<file path="src/rtl/pll_cfg_pkg.sv">
package pll_cfg_pkg;

  localparam int DATA_W    = 32;
  localparam int MULT_W    = 13;
  localparam int DIV_W     = 6;
  localparam int BWA_W     = 12;
  localparam int BWA_LO_W  = 8;
  localparam int BWA_HI_W  = BWA_W - BWA_LO_W;
  localparam int NUM_REGS  = 2;

  // register 0 field placement
  localparam int R0_DIV_LSB  = 0;
  localparam int R0_MULT_LSB = 6;
  localparam int R0_BYP_BIT  = 23;
  localparam int R0_BWA_LSB  = 24;
  // register 1 field placement
  localparam int R1_BWA_LSB  = 0;
  localparam int R1_SAT_BIT  = 6;
  localparam int R1_RST_BIT  = 13;

  localparam logic REG_SEL_0 = 1'b0;
  localparam logic REG_SEL_1 = 1'b1;

  typedef enum logic [2:0] {
    ST_IDLE = 3'd0,
    ST_WAIT = 3'd1,
    ST_SAT  = 3'd2,
    ST_BYP  = 3'd3,
    ST_RST  = 3'd4,
    ST_PRG0 = 3'd5,
    ST_PRG1 = 3'd6,
    ST_DONE = 3'd7
  } seq_state_t;

  function automatic logic [BWA_W-1:0] bwa_of(input logic [MULT_W-1:0] mult);
    logic [MULT_W-1:0] half;
    half = mult >> 1;
    return half[BWA_W-1:0];
  endfunction

  function automatic logic [DATA_W-1:0] field_mask(input int lsb, input int width);
    logic [DATA_W-1:0] ones;
    ones = (DATA_W'(1) << width) - DATA_W'(1);
    return ones << lsb;
  endfunction

  function automatic logic [DATA_W-1:0] put_field(input logic [DATA_W-1:0] word,
                                                  input logic [DATA_W-1:0] val,
                                                  input int lsb, input int width);
    logic [DATA_W-1:0] m;
    m = field_mask(lsb, width);
    return (word & ~m) | ((val << lsb) & m);
  endfunction

endpackage

</file>
<file path="src/rtl/pll_cfg_ctrl.sv">
module pll_cfg_ctrl
  import pll_cfg_pkg::*;
(
  input  logic       clk,
  input  logic       rst_n,
  input  logic       start_i,
  input  logic       main_rdy_i,
  input  logic       wr_ack_i,
  output seq_state_t state_o,
  output logic       wr_en_o,
  output logic       done_o,
  output logic       capture_o
);

  seq_state_t state_q, state_d;
  logic       at_rest;

  assign at_rest = (state_q == ST_IDLE) || (state_q == ST_DONE);

  always_comb begin
    state_d = state_q;
    unique case (state_q)
      ST_IDLE, ST_DONE: if (start_i)    state_d = ST_WAIT;
      ST_WAIT:          if (main_rdy_i) state_d = ST_SAT;
      ST_SAT:           if (wr_ack_i)   state_d = ST_BYP;
      ST_BYP:           if (wr_ack_i)   state_d = ST_RST;
      ST_RST:           if (wr_ack_i)   state_d = ST_PRG0;
      ST_PRG0:          if (wr_ack_i)   state_d = ST_PRG1;
      ST_PRG1:          if (wr_ack_i)   state_d = ST_DONE;
      default:                          state_d = ST_IDLE;
    endcase
  end

  always_ff @(posedge clk or negedge rst_n) begin
    if (!rst_n) state_q <= ST_IDLE;
    else        state_q <= state_d;
  end

  always_comb begin
    wr_en_o = 1'b0;
    unique case (state_q)
      ST_SAT, ST_BYP, ST_RST, ST_PRG0, ST_PRG1: wr_en_o = 1'b1;
      default:                                  wr_en_o = 1'b0;
    endcase
  end

  assign done_o    = (state_q == ST_DONE);
  assign capture_o = at_rest && start_i;
  assign state_o   = state_q;

endmodule

</file>
<file path="src/rtl/pll_cfg_settings.sv">
module pll_cfg_settings
  import pll_cfg_pkg::*;
(
  input  logic              clk,
  input  logic              rst_n,
  input  logic              capture_i,
  input  logic [MULT_W-1:0] mult_i,
  input  logic [DIV_W-1:0]  div_i,
  output logic [MULT_W-1:0] mult_o,
  output logic [DIV_W-1:0]  div_o,
  output logic [BWA_W-1:0]  bwa_o
);

  logic [MULT_W-1:0] mult_q;
  logic [DIV_W-1:0]  div_q;

  always_ff @(posedge clk or negedge rst_n) begin
    if (!rst_n) begin
      mult_q <= '0;
      div_q  <= '0;
    end else if (capture_i) begin
      mult_q <= mult_i;
      div_q  <= div_i;
    end
  end

  assign mult_o = mult_q;
  assign div_o  = div_q;
  assign bwa_o  = bwa_of(mult_q);

endmodule

</file>
<file path="src/rtl/pll_cfg_image.sv">
module pll_cfg_image
  import pll_cfg_pkg::*;
(
  input  logic              clk,
  input  logic              rst_n,
  input  seq_state_t        state_i,
  input  logic              wr_en_i,
  input  logic              wr_ack_i,
  input  logic [MULT_W-1:0] mult_i,
  input  logic [DIV_W-1:0]  div_i,
  input  logic [BWA_W-1:0]  bwa_i,
  output logic              wr_sel_o,
  output logic [DATA_W-1:0] wr_data_o
);

  logic [DATA_W-1:0] img_q [NUM_REGS];
  logic              commit;
  logic [DATA_W-1:0] prg0_word;
  logic [DATA_W-1:0] bwa_lo_w, bwa_hi_w, mult_w, div_w;

  assign commit   = wr_en_i && wr_ack_i;
  assign bwa_lo_w = DATA_W'(bwa_i[BWA_LO_W-1:0]);
  assign bwa_hi_w = DATA_W'(bwa_i[BWA_W-1:BWA_LO_W]);
  assign mult_w   = DATA_W'(mult_i);
  assign div_w    = DATA_W'(div_i);

  always_comb begin
    prg0_word = img_q[0];
    prg0_word = put_field(prg0_word, mult_w,   R0_MULT_LSB, MULT_W);
    prg0_word = put_field(prg0_word, div_w,    R0_DIV_LSB,  DIV_W);
    prg0_word = put_field(prg0_word, bwa_lo_w, R0_BWA_LSB,  BWA_LO_W);
  end

  always_comb begin
    wr_sel_o  = REG_SEL_0;
    wr_data_o = '0;
    unique case (state_i)
      ST_SAT: begin
        wr_sel_o  = REG_SEL_1;
        wr_data_o = img_q[1] | (DATA_W'(1) << R1_SAT_BIT);
      end
      ST_BYP: begin
        wr_sel_o  = REG_SEL_0;
        wr_data_o = img_q[0] | (DATA_W'(1) << R0_BYP_BIT);
      end
      ST_RST: begin
        wr_sel_o  = REG_SEL_1;
        wr_data_o = img_q[1] | (DATA_W'(1) << R1_RST_BIT);
      end
      ST_PRG0: begin
        wr_sel_o  = REG_SEL_0;
        wr_data_o = prg0_word;
      end
      ST_PRG1: begin
        wr_sel_o  = REG_SEL_1;
        wr_data_o = put_field(img_q[1], bwa_hi_w, R1_BWA_LSB, BWA_HI_W);
      end
      default: begin
        wr_sel_o  = REG_SEL_0;
        wr_data_o = '0;
      end
    endcase
  end

  for (genvar g = 0; g < NUM_REGS; g++) begin : g_img
    logic hit;
    assign hit = commit && (wr_sel_o == 1'(g));
    always_ff @(posedge clk or negedge rst_n) begin
      if (!rst_n)   img_q[g] <= '0;
      else if (hit) img_q[g] <= wr_data_o;
    end
  end

endmodule

</file>
<file path="src/rtl/pll_cfg_seq.sv">
module pll_cfg_seq
  import pll_cfg_pkg::*;
(
  input  logic              clk,
  input  logic              rst_n,
  input  logic              start_i,
  input  logic              main_rdy_i,
  input  logic [MULT_W-1:0] mult_i,
  input  logic [DIV_W-1:0]  div_i,
  output logic              wr_en_o,
  output logic              wr_sel_o,
  output logic [DATA_W-1:0] wr_data_o,
  input  logic              wr_ack_i,
  output logic              done_o
);

  seq_state_t        state;
  logic              capture;
  logic [MULT_W-1:0] mult_q;
  logic [DIV_W-1:0]  div_q;
  logic [BWA_W-1:0]  bwa;

  pll_cfg_ctrl u_ctrl (
    .clk        (clk),
    .rst_n      (rst_n),
    .start_i    (start_i),
    .main_rdy_i (main_rdy_i),
    .wr_ack_i   (wr_ack_i),
    .state_o    (state),
    .wr_en_o    (wr_en_o),
    .done_o     (done_o),
    .capture_o  (capture)
  );

  pll_cfg_settings u_set (
    .clk       (clk),
    .rst_n     (rst_n),
    .capture_i (capture),
    .mult_i    (mult_i),
    .div_i     (div_i),
    .mult_o    (mult_q),
    .div_o     (div_q),
    .bwa_o     (bwa)
  );

  pll_cfg_image u_img (
    .clk       (clk),
    .rst_n     (rst_n),
    .state_i   (state),
    .wr_en_i   (wr_en_o),
    .wr_ack_i  (wr_ack_i),
    .mult_i    (mult_q),
    .div_i     (div_q),
    .bwa_i     (bwa),
    .wr_sel_o  (wr_sel_o),
    .wr_data_o (wr_data_o)
  );

endmodule

</file>
<file path="config.mk">
export PLATFORM = sky130hd
export DESIGN_NAME = pll_cfg_seq
export DESIGN_NICKNAME = d
export VERILOG_FILES = /design/src/rtl/pll_cfg_pkg.sv /design/src/rtl/pll_cfg_ctrl.sv /design/src/rtl/pll_cfg_settings.sv /design/src/rtl/pll_cfg_image.sv /design/src/rtl/pll_cfg_seq.sv
export SDC_FILE = /design/constraint.sdc
export NUM_CORES = 1
export LEC_CHECK = 0
export ABC_AREA = 1
export ABC_CLOCK_PERIOD_IN_PS = 1600
export BUFFER_PORTS_ARGS = -buffer_cell sky130_fd_sc_hd__buf_2
export CAP_MARGIN = 30
export CORE_ASPECT_RATIO = 0.75
export CORE_MARGIN = 5
export CORE_UTILIZATION = 51
export DETAILED_ROUTE_END_ITERATION = 10
export GPL_ROUTABILITY_DRIVEN = 0
export GPL_TIMING_DRIVEN = 0
export PLACE_DENSITY = 0.76
export SLEW_MARGIN = 20
export SYNTH_ARGS = -nofsm -noshare
export SYNTH_HDL_FRONTEND = slang
export SYNTH_SLANG_ARGS = --single-unit
</file>
<file path="constraint.sdc">
create_clock -name clk -period 1.6 [get_ports clk]
set_input_delay 0.32 -clock clk [delete_from_list [all_inputs] [get_ports clk]]
set_output_delay 0.32 -clock clk [all_outputs]
set_load 0.03 [all_outputs]
</file>
### After elaboration in Yosys (flattened, before gate mapping)

Cells that the tools add are included.

| storage, ports and cells | value |
|---|---|
| bits in registers | 86 |
| latch bits | 0 |
| output and inout port bits | 35 |
| logic and storage cells | 45 |
| ROM bits | 0 |
| memories | 0 |
| memory bits (writable) | 0 |

| cells by class | value |
|---|---|
| reduce and logical (&&, ||, !) cells | 10 |
| mux-type cells | 11 |
| magnitude comparators | 0 |
| shifts and indexed selects | 0 |
| multipliers | 0 |
| div/mod/pow operators | 0 |
| eq/ne operators | 14 |
| add/sub/neg operators | 0 |
| bitwise operators | 5 |

Operators with widths:

| operator | number |
|---|---|
| $pmux W32 S5 | 1 |
| $or A24 B32 Y32 | 1 |
| $or A32 B4 Y32 | 1 |
| $or A24 B19 Y24 | 1 |
| $or A24 B6 Y24 | 1 |
| $mux W3 | 7 |
| $pmux W3 S7 | 1 |
| $ne A2 B2 Y1 const B | 7 |
| $eq A3 B3 Y1 const B | 4 |
| $reduce_and A7 Y1 | 1 |
| $eq A3 B2 Y1 const B | 2 |
| $reduce_or A5 Y1 | 1 |
| $logic_and A1 B1 Y1 | 4 |
| $eq A3 B1 Y1 const B | 1 |
| $logic_not A3 Y1 | 1 |
| $reduce_or A3 Y1 | 1 |
| $mux W1 | 2 |
| $reduce_or A2 Y1 | 1 |
| $logic_or A1 B1 Y1 | 1 |
| $not A1 Y1 | 1 |

### Depth between registers and ports, before layout

Gate-level depths: netlist of run 1.

| depth | value |
|---|---|
| depth in word-level cells | 5 |
| depth in mapped cells | 11 |
| mapped depth without buffers | 8 |

### By module

Synthesis of run 1 repeated with hierarchy kept, for this count alone.

| unflattened totals | value |
|---|---|
| cell total of the unflattened synthesis | 524 |
| area total of the unflattened synthesis | 4190.3 um^2 |

By module, submodules not included:

| module | instances | sequential area each (um^2) | cells each | area each (um^2) |
|---|---|---|---|---|
| pll_cfg_image | 1 | 1601.5 | 384 | 3025.4 |
| pll_cfg_settings | 1 | 475.5 | 92 | 828.3 |
| pll_cfg_ctrl | 1 | 75.1 | 48 | 336.6 |

### Worst setup path before layout of run 1

No wires, ideal clock.

| path | value |
|---|---|
| path kind | register -> output |
| start point | register u_ctrl.state_q[1] (netlist: u_ctrl.state_o[1]) |
| end point | output wr_data_o[19] |
| stages on the path, launching flop included | 9 |
| data arrival time | 1.440 ns |
| setup slack | -0.160 ns |
| required time | 1.280 ns |
| cells stage by stage | dfrtp_1 -> buf_4 -> inv_4 -> nand2_1 -> nand2_1 -> inv_1 -> buf_2 -> buf_4 -> a22o_1 |

| between the ends | value |
|---|---|
| longest elaborated chain between the ends | 2 |
| elaborated cells on any way between the ends | 6 |
| those cells by class | eq/ne: 5; mux: 1 |

RTL lines:

| element | RTL line | source |
|---|---|---|
| start: declaration | pll_cfg_ctrl.sv:15 | `seq_state_t state_q, state_d;` |
| start signal: assignment | pll_cfg_ctrl.sv:36 | `else state_q <= state_d;` |
| $eq A3 B3 Y1 or $eq A3 B2 Y1 (tied branches) | pll_cfg_image.sv:37 | `unique case (state_i)` |
| $pmux W32 S5 (*) | pll_cfg_image.sv:37 |  |
| end: declaration | pll_cfg_seq.sv:12 | `output logic [DATA_W-1:0] wr_data_o,` |

Mark *: on every way between the ends. The rest lies on a longest branch, timed or not.

### Worst setup path in the final report of run 1

| path | value |
|---|---|
| start point | register u_ctrl.state_q[2] (netlist: u_ctrl.state_o[2]) |
| end point | output wr_data_o[29] |

The elaborated chain is that of the path after synthesis.

==> flow_summary_export.csv, run 1 <==
group,metric,value,unit
critical_path,critPathArrivalTime,1860,ps
clock_network,cts-root-buf,"clkbuf_8",
outcome,status,"finished with violations",
grt,antenna_found_initial,0,
synthesis,ys_ff_latch,86,
timing,tns,-22260,ps
timing,max_slew_margin,64.08,%
timing,finalCriticalPeriod,2183,ps
placement,port_buffers,58,
finish,mostFrequentLayoutCells,"148 x nand2_1, 85 x dfrtp_1, 53 x buf_6",
synthesis,yosysSeqAreaShare,55.81,%
clock_network,htree_levels,3,
finish,fillers,405,
finish,final_common_cell,"nand2_1",
finish,antenna_cells,0,
timing,setup_viol,86,
clock_network,clock-sinks,86,
floorplanning,die_w,110.4,um
route,avgViaCountPerCell,5.719,
route,drcViolationCount,0,
critical_path,cp-end-kind,"output pin",
floorplanning,io_pins,59,
finish,area.growth.synth_to_final,57.14,%
placement,dp.final_hpwl,6796,um
finish,final_nets,611,
synthesis,ys_warn_count,0,
pwr,p_per_area,1910,nW/um^2
route,wirelength,13850,um
placement,dp.cells,620,
synthesis,synth_nets,484,
critical_path,path_max_fanout,6,
route,drtIter0Drc,366,
grt,grt_pass1_wl,19180,um
clock_network,clk_latency,370,ps
timing,setup_ws,-583.0,ps
floorplanning,rows,27,
outcome,violations,"negative setup slack",
synthesis,synth.distinct_cells,25,
pwr,p_leak,0.003358,uW
timing,min_period_over_period,136.4,%
grt,grt_pass1_vias,3764,
synthesis,netlist_instances,460,
route,via_count,3963,
timing,rsz0062_at_grt,"true",
timing,fin_skew,10.06,ps
floorplanning,initial_core_util,52.36,%
timing,tightest_slew,538.9,ps
route,dr.pass1.iters,5,
worst_hold_path,hold_class,"input port to flip-flop",
timing,slew_violations,0,
critical_path,path_class,"flip-flop to output pin",
synthesis,avgSynthCellArea,8.383,sq um
route,final_antenna_net_count,0,
flow_run,drv_cap,0,
route,wire_per_inst,19.98,um
synthesis,syn_area,3856,sq um
grt,overflow,0,
floorplanning,die-area,9418,sq um
finish,final_layout_size_suffix_gt1_share,42.57,%
critical_path,critPathRequiredTime,1280,ps
floorplanning,die_h,85.31,um
timing,hold_viol_final,0,
grt,grt_max_degree,55,
critical_path,rrSetupSlack,-200,ps
floorplanning,core_area,7365,sq um
timing,max_freq,0.4581,GHz
grt,track_usage,25.68,%
clock_network,numCtsBuffers,9,
clock_network,cts.reportedPaths.clkPinSlew,90,ps
critical_path,worst_setup_path_start_kind,"flip-flop",
clock_network,cts_tree,"done",
pwr,vdd_drop_max,0.9109,mV
clock_network,cts_buffer_depth,2,
finish,fin_cells,693,
routing by layer:
metal  part of all wire (%)  vias up  global-route usage [%]
met5                      0        -                       0
li1                       -     1699                       -
met2                     49      281                   42.57
met1                     37     1923                   32.59
met4                    4.0        0                   11.19
met3                     10       60                   5.845
cells in the mapped netlist:
| master | n | area share [%] |
|---|---|---|
| nand2_1 | 185 | 18 |
| buf_6 | 6 | 1.8 |
| inv_4 | 3 | 0.49 |
| a21o_1 | 6 | 1.2 |
| o21ai_1 | 8 | 1.0 |
| clkbuf_1 | 34 | 3.3 |
| buf_4 | 6 | 1.2 |
| inv_1 | 18 | 1.8 |
| nor2b_2 | 1 | 0.23 |
| nor2_1 | 8 | 0.78 |
| buf_2 | 6 | 0.78 |
| dfrtp_1 | 86 | 56 |
| or2_2 | 4 | 0.65 |
| a22o_1 | 4 | 0.91 |
| o22ai_1 | 2 | 0.32 |
| nand3_2 | 2 | 0.52 |
| buf_1 | 1 | 0.097 |
| inv_2 | 2 | 0.19 |
| a21oi_2 | 1 | 0.23 |
| o21ai_0 | 12 | 1.6 |
| a21oi_1 | 1 | 0.13 |
| nand3_4 | 1 | 0.45 |
| nand3_1 | 49 | 6.4 |
| o211ai_1 | 1 | 0.19 |
| nand4_1 | 13 | 2.1 |
logic make-up (layout without fill, tap and decap cells):
kind of cell	after synthesis	after routing	share of synthesized area, %
AO/OA/AOI/OAI	35	35	5.548
buffers and inverters	76	208	9.539
AND/OR/NAND/NOR	263	263	29.10
flip-flops	86	86	55.81
stage by stage:
step	hold WS [ps]	total power [uW]	util (%)	setup slack, ps	area [sq um]
floorplan	24.41	5646	-	-25.31	3963
global placement	439.8	6550	59.46	-533.5	4379
detailed placement	297.9	6666	59.87	-345.1	4409
CTS	186.6	9894	74.46	-494.5	5484
global route	176.3	12010	82.28	-642.2	6060
finish	177.8	11570	82.28	-583.0	6060
sequential cells by signal (all words and copies together), names as in the netlist:
register / flops
u_ctrl.state_o: 3
u_img.img_q: 64
u_set.div_o: 6
u_set.mult_o: 13
worst max-delay path, cell delays in order, from the launching register on:
cell and delay [ps]:
dfrtp_2 470, buf_4 190, nand3_4 140, inv_4 80, nand2_1 120, o21ai_0 160, a21o_1 200, buf_6 140
area by class of cell:
cell class	instances	area [sq um]	share of cell area [%]
plain buffers	53	404.1	6.669
clock buffers	10	127.6	2.106
clock inverters	6	95.09	1.569
inverters	23	118.9	1.962
multi-input cells	298	1917	31.63
flip-flops and latches	86	2153	35.54
well taps	101	126.4	2.085
repair buffers	116	1117	18.44
path summary, 6_finish.rpt:
kind / startpoint / to / depth (start not counted)
max in group asynchronous: rst_n / u_set.div_o[5]$_DFFE_PN0P_ / 3
worst min-delay path: mult_i[7] / u_set.mult_o[7]$_DFFE_PN0P_ / 3
worst max-delay path: u_ctrl.state_o[2]$_DFFE_PN0P_ / wr_data_o[29] / 7
worst min register to register: u_img.img_q[52]$_DFFE_PN0P_ / u_img.img_q[52]$_DFFE_PN0P_ / 1
worst max register to register: u_ctrl.state_o[1]$_DFFE_PN0P_ / u_img.img_q[48]$_DFFE_PN0P_ / 12
min in group asynchronous: rst_n / u_ctrl.state_o[1]$_DFFE_PN0P_ / 2
power breakdown:
part,internal (uW),switching (uW)
Combinational,2920,3680
Sequential,2750,484
Clock,893,842
repair_timing:
item,CTS,global route
endpoints found under the hold margin,32,0
pin swaps,27,24
gates resized for setup,153,93
hold buffers,1,0
setup buffers,34,20
cloned,1,3
endpoints found under the setup margin,58,70
Note: power is estimated with default switching activity, not from simulation.
==> run 2, diff against run 1 <==
==> constraint.sdc (replaced) <==
create_clock -name clk -period 1.6 [get_ports clk]
set_input_delay 0.16 -clock clk [delete_from_list [all_inputs] [get_ports clk]]
set_output_delay 0.16 -clock clk [all_outputs]
set_load 0.03 [all_outputs]
==> flow_summary_export.csv, run 2 (synthesized netlist as in run 1, its figures left out) <==
group,metric,value,unit
outcome,violations,"negative setup slack",
grt,track_usage,25.24,%
worst_hold_path,hold_class,"input port to flip-flop",
clock_network,numCtsBuffers,9,
clock_network,cts-root-buf,"clkbuf_8",
timing,setup_viol,84,
grt,grt_max_degree,53,
clock_network,clock-sinks,86,
finish,mostFrequentLayoutCells,"109 x nand2_1, 85 x dfrtp_1, 56 x buf_6",
placement,dp.final_hpwl,6538,um
critical_path,cp-end-kind,"output pin",
grt,grt_pass1_vias,3659,
finish,area.growth.synth_to_final,58.99,%
clock_network,cts_buffer_depth,2,
clock_network,clk_latency,370,ps
clock_network,htree_levels,3,
critical_path,path_class,"flip-flop to output pin",
placement,dp.cells,620,
finish,antenna_cells,0,
timing,hold_viol_final,0,
pwr,finalPower,11540,uW
pwr,p_seq_share,28.1,%
placement,pre_cts_slack,-298.3,ps
finish,final_layout_size_suffix_gt1_share,47.17,%
timing,fin_skew,12.55,ps
clock_network,cts_tree,"done",
timing,slew_violations,0,
floorplanning,core_area,7365,sq um
pwr,combinationalPowerShare,59.2,%
floorplanning,die_w,110.4,um
timing,max_slew_margin,59.57,%
route,drcViolationCount,0,
route,wirelength,14390,um
pwr,p_leak,0.003400,uW
outcome,status,"finished with violations",
route,wire_per_inst,21.03,um
pwr,vdd_drop_max,0.9363,mV
pwr,p_per_area,1883,nW/um^2
floorplanning,rows,27,
clock_network,cts.reportedPaths.clkPinSlew,100,ps
route,final_antenna_net_count,0,
pwr,power.internal,6353,uW
floorplanning,die-area,9418,sq um
floorplanning,io_pins,59,
timing,setup_ws,-530.2,ps
route,avgViaCountPerCell,5.732,
pwr,switching_share,44.97,%
pwr,p_sw,5192,uW
route,dr.pass1.iters,7,
placement,port_buffers,58,
finish,final_nets,602,
floorplanning,initial_core_util,52.36,%
critical_path,worst_setup_path_start_kind,"flip-flop",
grt,overflow,0,
timing,finalCriticalPeriod,2130,ps
finish,final_common_cell,"nand2_1",
timing,rsz0062_at_grt,"true",
critical_path,critPathRequiredTime,1440,ps
critical_path,path_max_fanout,10,
route,via_count,3921,
flow_run,drv_cap,0,
finish,fin_cells,684,
finish,largest_reg_flops,64,
timing,tightest_slew,606.5,ps
pwr,p_clk_share,12.7,%
grt,grt_pass1_wl,18700,um
grt,antenna_found_initial,0,
route,drtIter0Drc,407,
critical_path,critPathArrivalTime,1970,ps
timing,min_period_over_period,133.1,%
timing,max_freq,0.4694,GHz
floorplanning,die_h,85.31,um
finish,top_register,"u_img.img_q",
run 2: cell count changes in the layout (fill, tap and decap cells not counted), sizes merged:
cell    change
inv         -1
clkbuf      -1
buf         -8
bufinv      -2
clkinv      +3
run 2: critical path, stage by stage (launching register included):
cell and delay, ps:
dfrtp_2 470, buf_6 160, nand2_1 170, nand3_2 190, nor2_1 280, or2_2 180, buf_4 150
run 2: repair_timing:
item | CTS | global route
hold buffers | 1 | 0
gates cloned | 4 | 3
gates resized for setup | 152 | 172
buffers inserted | 31 | 15
setup endpoints to repair | 60 | 91
pin swaps | 13 | 40
hold endpoints to repair | 34 | 0
run 2: per-layer routing:
layer	routed length (um)	GRT usage, %	part of all wire [%]	vias up
li1	-	-	-	1689
met1	5514	32.94	38	1883
met2	6840	41.02	48	260
met3	1141	6.130	7.9	89
met4	888	9.843	6.2	0
met5	0	0	0	-
run 2: final timing paths:
check,start,endpoint,slack [ps],cells after the start
min in group asynchronous,rst_n,u_img.img_q[26]$_DFFE_PN0P_,280,2
max in group asynchronous,rst_n,u_img.img_q[15]$_DFFE_PN0P_,690,3
worst max register to register,u_ctrl.state_o[1]$_DFFE_PN0P_,u_img.img_q[45]$_DFFE_PN0P_,-200,10
worst max-delay path,u_ctrl.state_o[2]$_DFFE_PN0P_,wr_data_o[0],-530,6
worst min-delay path,div_i[3],u_set.div_o[3]$_DFFE_PN0P_,20,3
worst min register to register,u_img.img_q[26]$_DFFE_PN0P_,u_img.img_q[26]$_DFFE_PN0P_,460,1
run 2: cell type report:
type	instances	area [sq um]
flip-flops and latches	86	2153
repair buffers	109	1140
plain buffers	51	369.1
clock buffers	10	137.6
inverters	23	116.4
multi-input cells	298	2042
fillers	382	1234
well taps	101	126.4
clock inverters	6	46.29
run 2: metrics by stage:
| stage | hold slack [ps] | instance area [sq um] | utilization, % | setup TNS, ps |
|---|---|---|---|---|
| after floorplan | -135.6 | 3866 | - | 0 |
| after global placement | 391.4 | 4283 | 58.15 | -32650 |
| after detailed placement | 144.9 | 4313 | 58.56 | -6887 |
| after CTS | 14.34 | 5384 | 73.11 | -10840 |
| after global routing | 24.41 | 6131 | 83.25 | -20450 |
| final | 22.29 | 6131 | 83.25 | -17250 |
run 2: power by group through the flow:
stage                     sequential (uW)  combinational (uW)  clock, uW
after floorplan                      3000                2520          0
after global placement               3070                3340          0
after detailed placement             3080                3440          0
after CTS                            3050                5170       1450
after global routing                 3290                7140       1560
final                                3250                6830       1470
==> run 3, diff against run 2 <==
--- a/config.mk
+++ b/config.mk
@@ -16,6 +16,7 @@
 export GPL_ROUTABILITY_DRIVEN = 0
 export GPL_TIMING_DRIVEN = 0
 export PLACE_DENSITY = 0.76
+export SETUP_SLACK_MARGIN = 0.15
 export SLEW_MARGIN = 20
 export SYNTH_ARGS = -nofsm -noshare
 export SYNTH_HDL_FRONTEND = slang
==> flow_summary_export.csv, run 3 (synthesized netlist as in run 1, its figures left out) <==
group,metric,value,unit
pwr,finalPower,13690,uW
finish,largest_reg_flops,64,
route,maxUsedRoutingLayer,"met4",
route,wire_per_inst,25.94,um
finish,final_nets,631,
floorplanning,die_h,85.31,um
clock_network,cts_buffer_depth,2,
finish,regArea,2153,sq um
route,via_count,4568,
route,met3RoutedLength,2360,um
worst_hold_path,hold_class,"input port to flip-flop",
flow_run,drv_cap,0,
finish,final_common_cell,"nand2_1",
route,drtIter0Drc,646,
placement,port_buffers,58,
floorplanning,rows,27,
placement,dp.cells,620,
clock_network,cts-root-buf,"clkbuf_8",
floorplanning,io_pins,59,
placement,dp.final_hpwl,6880,um
route,wirelength,18490,um
timing,finalCriticalPeriod,2051,ps
finish,mostFrequentLayoutCells,"96 x nand2_1, 85 x dfrtp_1, 67 x buf_6",
route,m1WireLength,6462,um
timing,rsz0062_at_grt,"true",
finish,multiInputGateArea,2293,sq um
grt,grt_pass1_vias,4110,
timing,setup_viol,81,
finish,final_layout_size_suffix_gt1_share,56.37,%
timing,slew_violations,0,
worst_hold_path,whs_path_depth,3,
clock_network,numCtsBuffers,9,
grt,grt_pass1_wl,21620,um
floorplanning,initial_core_util,52.36,%
timing,tightest_slew,697.7,ps
timing,min_period_over_period,128.2,%
timing,hold_viol_final,0,
grt,track_usage,29.21,%
critical_path,critPathRequiredTime,1440,ps
finish,area.growth.synth_to_final,75.44,%
clock_network,cts_tree,"done",
timing,max_slew_margin,53.49,%
floorplanning,die-area,9418,sq um
finish,fillers,243,
critical_path,worst_setup_path_start_kind,"flip-flop",
finish,top_register,"u_img.img_q",
critical_path,reg2reg_depth,14,
route,dr.pass1.iters,9,
critical_path,critPathArrivalTime,1890,ps
critical_path,cp-end-kind,"output pin",
worst_hold_path,holdPathEnd,"u_set.mult_o[12]$_DFFE_PN0P_",
grt,grt_max_degree,49,
critical_path,path_max_fanout,10,
outcome,violations,"negative setup slack",
clock_network,htree_levels,3,
route,avgViaCountPerCell,6.407,
route,dr_wl_met2,8366,um
finish,antenna_cells,0,
route,final_antenna_net_count,0,
worst_hold_path,worstHoldStart,"mult_i[12]",
finish,fin_cells,713,
pwr,vdd_drop_max,1.328,mV
pwr,p_leak,0.003631,uW
placement,pre_cts_slack,-269.2,ps
grt,antenna_found_initial,0,
pwr,p_per_area,2023,nW/um^2
route,drcViolationCount,0,
timing,fin_skew,16.95,ps
floorplanning,core_area,7365,sq um
timing,setup_ws,-450.6,ps
grt,overflow,0,
timing,max_freq,0.4877,GHz
clock_network,clk_latency,380,ps
critical_path,path_class,"flip-flop to output pin",
critical_path,r2r-start,"u_ctrl.state_o[1]$_DFFE_PN0P_",
clock_network,cts.reportedPaths.clkPinSlew,100,ps
floorplanning,die_w,110.4,um
clock_network,clock-sinks,86,
critical_path,r2r_end,"u_img.img_q[45]$_DFFE_PN0P_",
outcome,status,"finished with violations",
critical_path,rrSetupSlack,-310,ps
run 3: cell types whose count changed in the layout (fill, tap and decap cells not counted), sizes merged:
cell and delta:
buf +29, nand3 +1, bufinv +2, clkbuf -1, inv +2, clkinv -4
run 3: power by group:
part	total, uW	switching [uW]	internal, uW	leakage [uW]
clock	1840	911	931	0.000109
sequential	3320	571	2740	0.00116
combinational	8530	4720	3810	0.00237
run 3: cell type report:
cell class	instances	share of cell area (%)
Tap cell	101	1.868
Clock buffer	10	2.034
Buffer	53	6.177
Clock inverter	6	1.369
Sequential cell	86	31.83
Timing Repair Buffer	135	20.88
Inverter	23	1.942
Multi-Input combinational cell	299	33.90
run 3: worst max-delay path by stage:
stage                             startpoint                             to  slack, ps  depth (start not counted)
2_1_floorplan  u_ctrl.state_o[1]$_DFFE_PN0P_                  wr_data_o[19]        150                          8
3_3_place_gp                           rst_n  u_ctrl.state_o[2]$_DFFE_PN0P_       -500                          1
3_5_place_dp   u_ctrl.state_o[2]$_DFFE_PN0P_                  wr_data_o[16]       -270                          8
4_1_cts        u_ctrl.state_o[2]$_DFFE_PN0P_                  wr_data_o[19]       -330                          8
5_1_grt        u_ctrl.state_o[1]$_DFFE_PN0P_                   wr_data_o[3]       -470                          6
6_report       u_ctrl.state_o[1]$_DFFE_PN0P_                   wr_data_o[3]       -450                          6
run 3: metrics by stage:
stage / hold WS [ps] / TNS, ps / utilization, % / cell area [sq um]
4_1_cts: 17.86 / -10090 / 81.35 / 5991
6_report: 23.91 / -18340 / 91.86 / 6765
3_3_place_gp: 391.5 / -33910 / 61.64 / 4539
5_1_grt: 23.64 / -19970 / 91.86 / 6765
2_1_floorplan: -135.6 / 0 / - / 4123
3_5_place_dp: 213.9 / -5722 / 61.94 / 4562
run 3: worst max-delay path, cell delays in order, from the launching register on:
cell,delay [ps]
dfrtp_1,410
buf_6,150
clkbuf_8,170
nand4_1,170
nand3_2,170
or2_4,300
buf_6,140
run 3: layer usage:
| layer | vias to the layer above | track usage [%] |
|---|---|---|
| li1 | 1756 | - |
| met1 | 2167 | 36.42 |
| met2 | 481 | 49.61 |
| met3 | 164 | 7.627 |
| met4 | 0 | 10.40 |
| met5 | - | 0 |
run 3: repair_timing:
action                     in CTS  in global routing
gates resized for setup       206                147
hold buffers                    1                  0
pin swaps                      36                 51
hold endpoints to repair       47                  0
cloned                          7                  3
setup buffers                  40                 26
setup endpoints to repair      79                 91
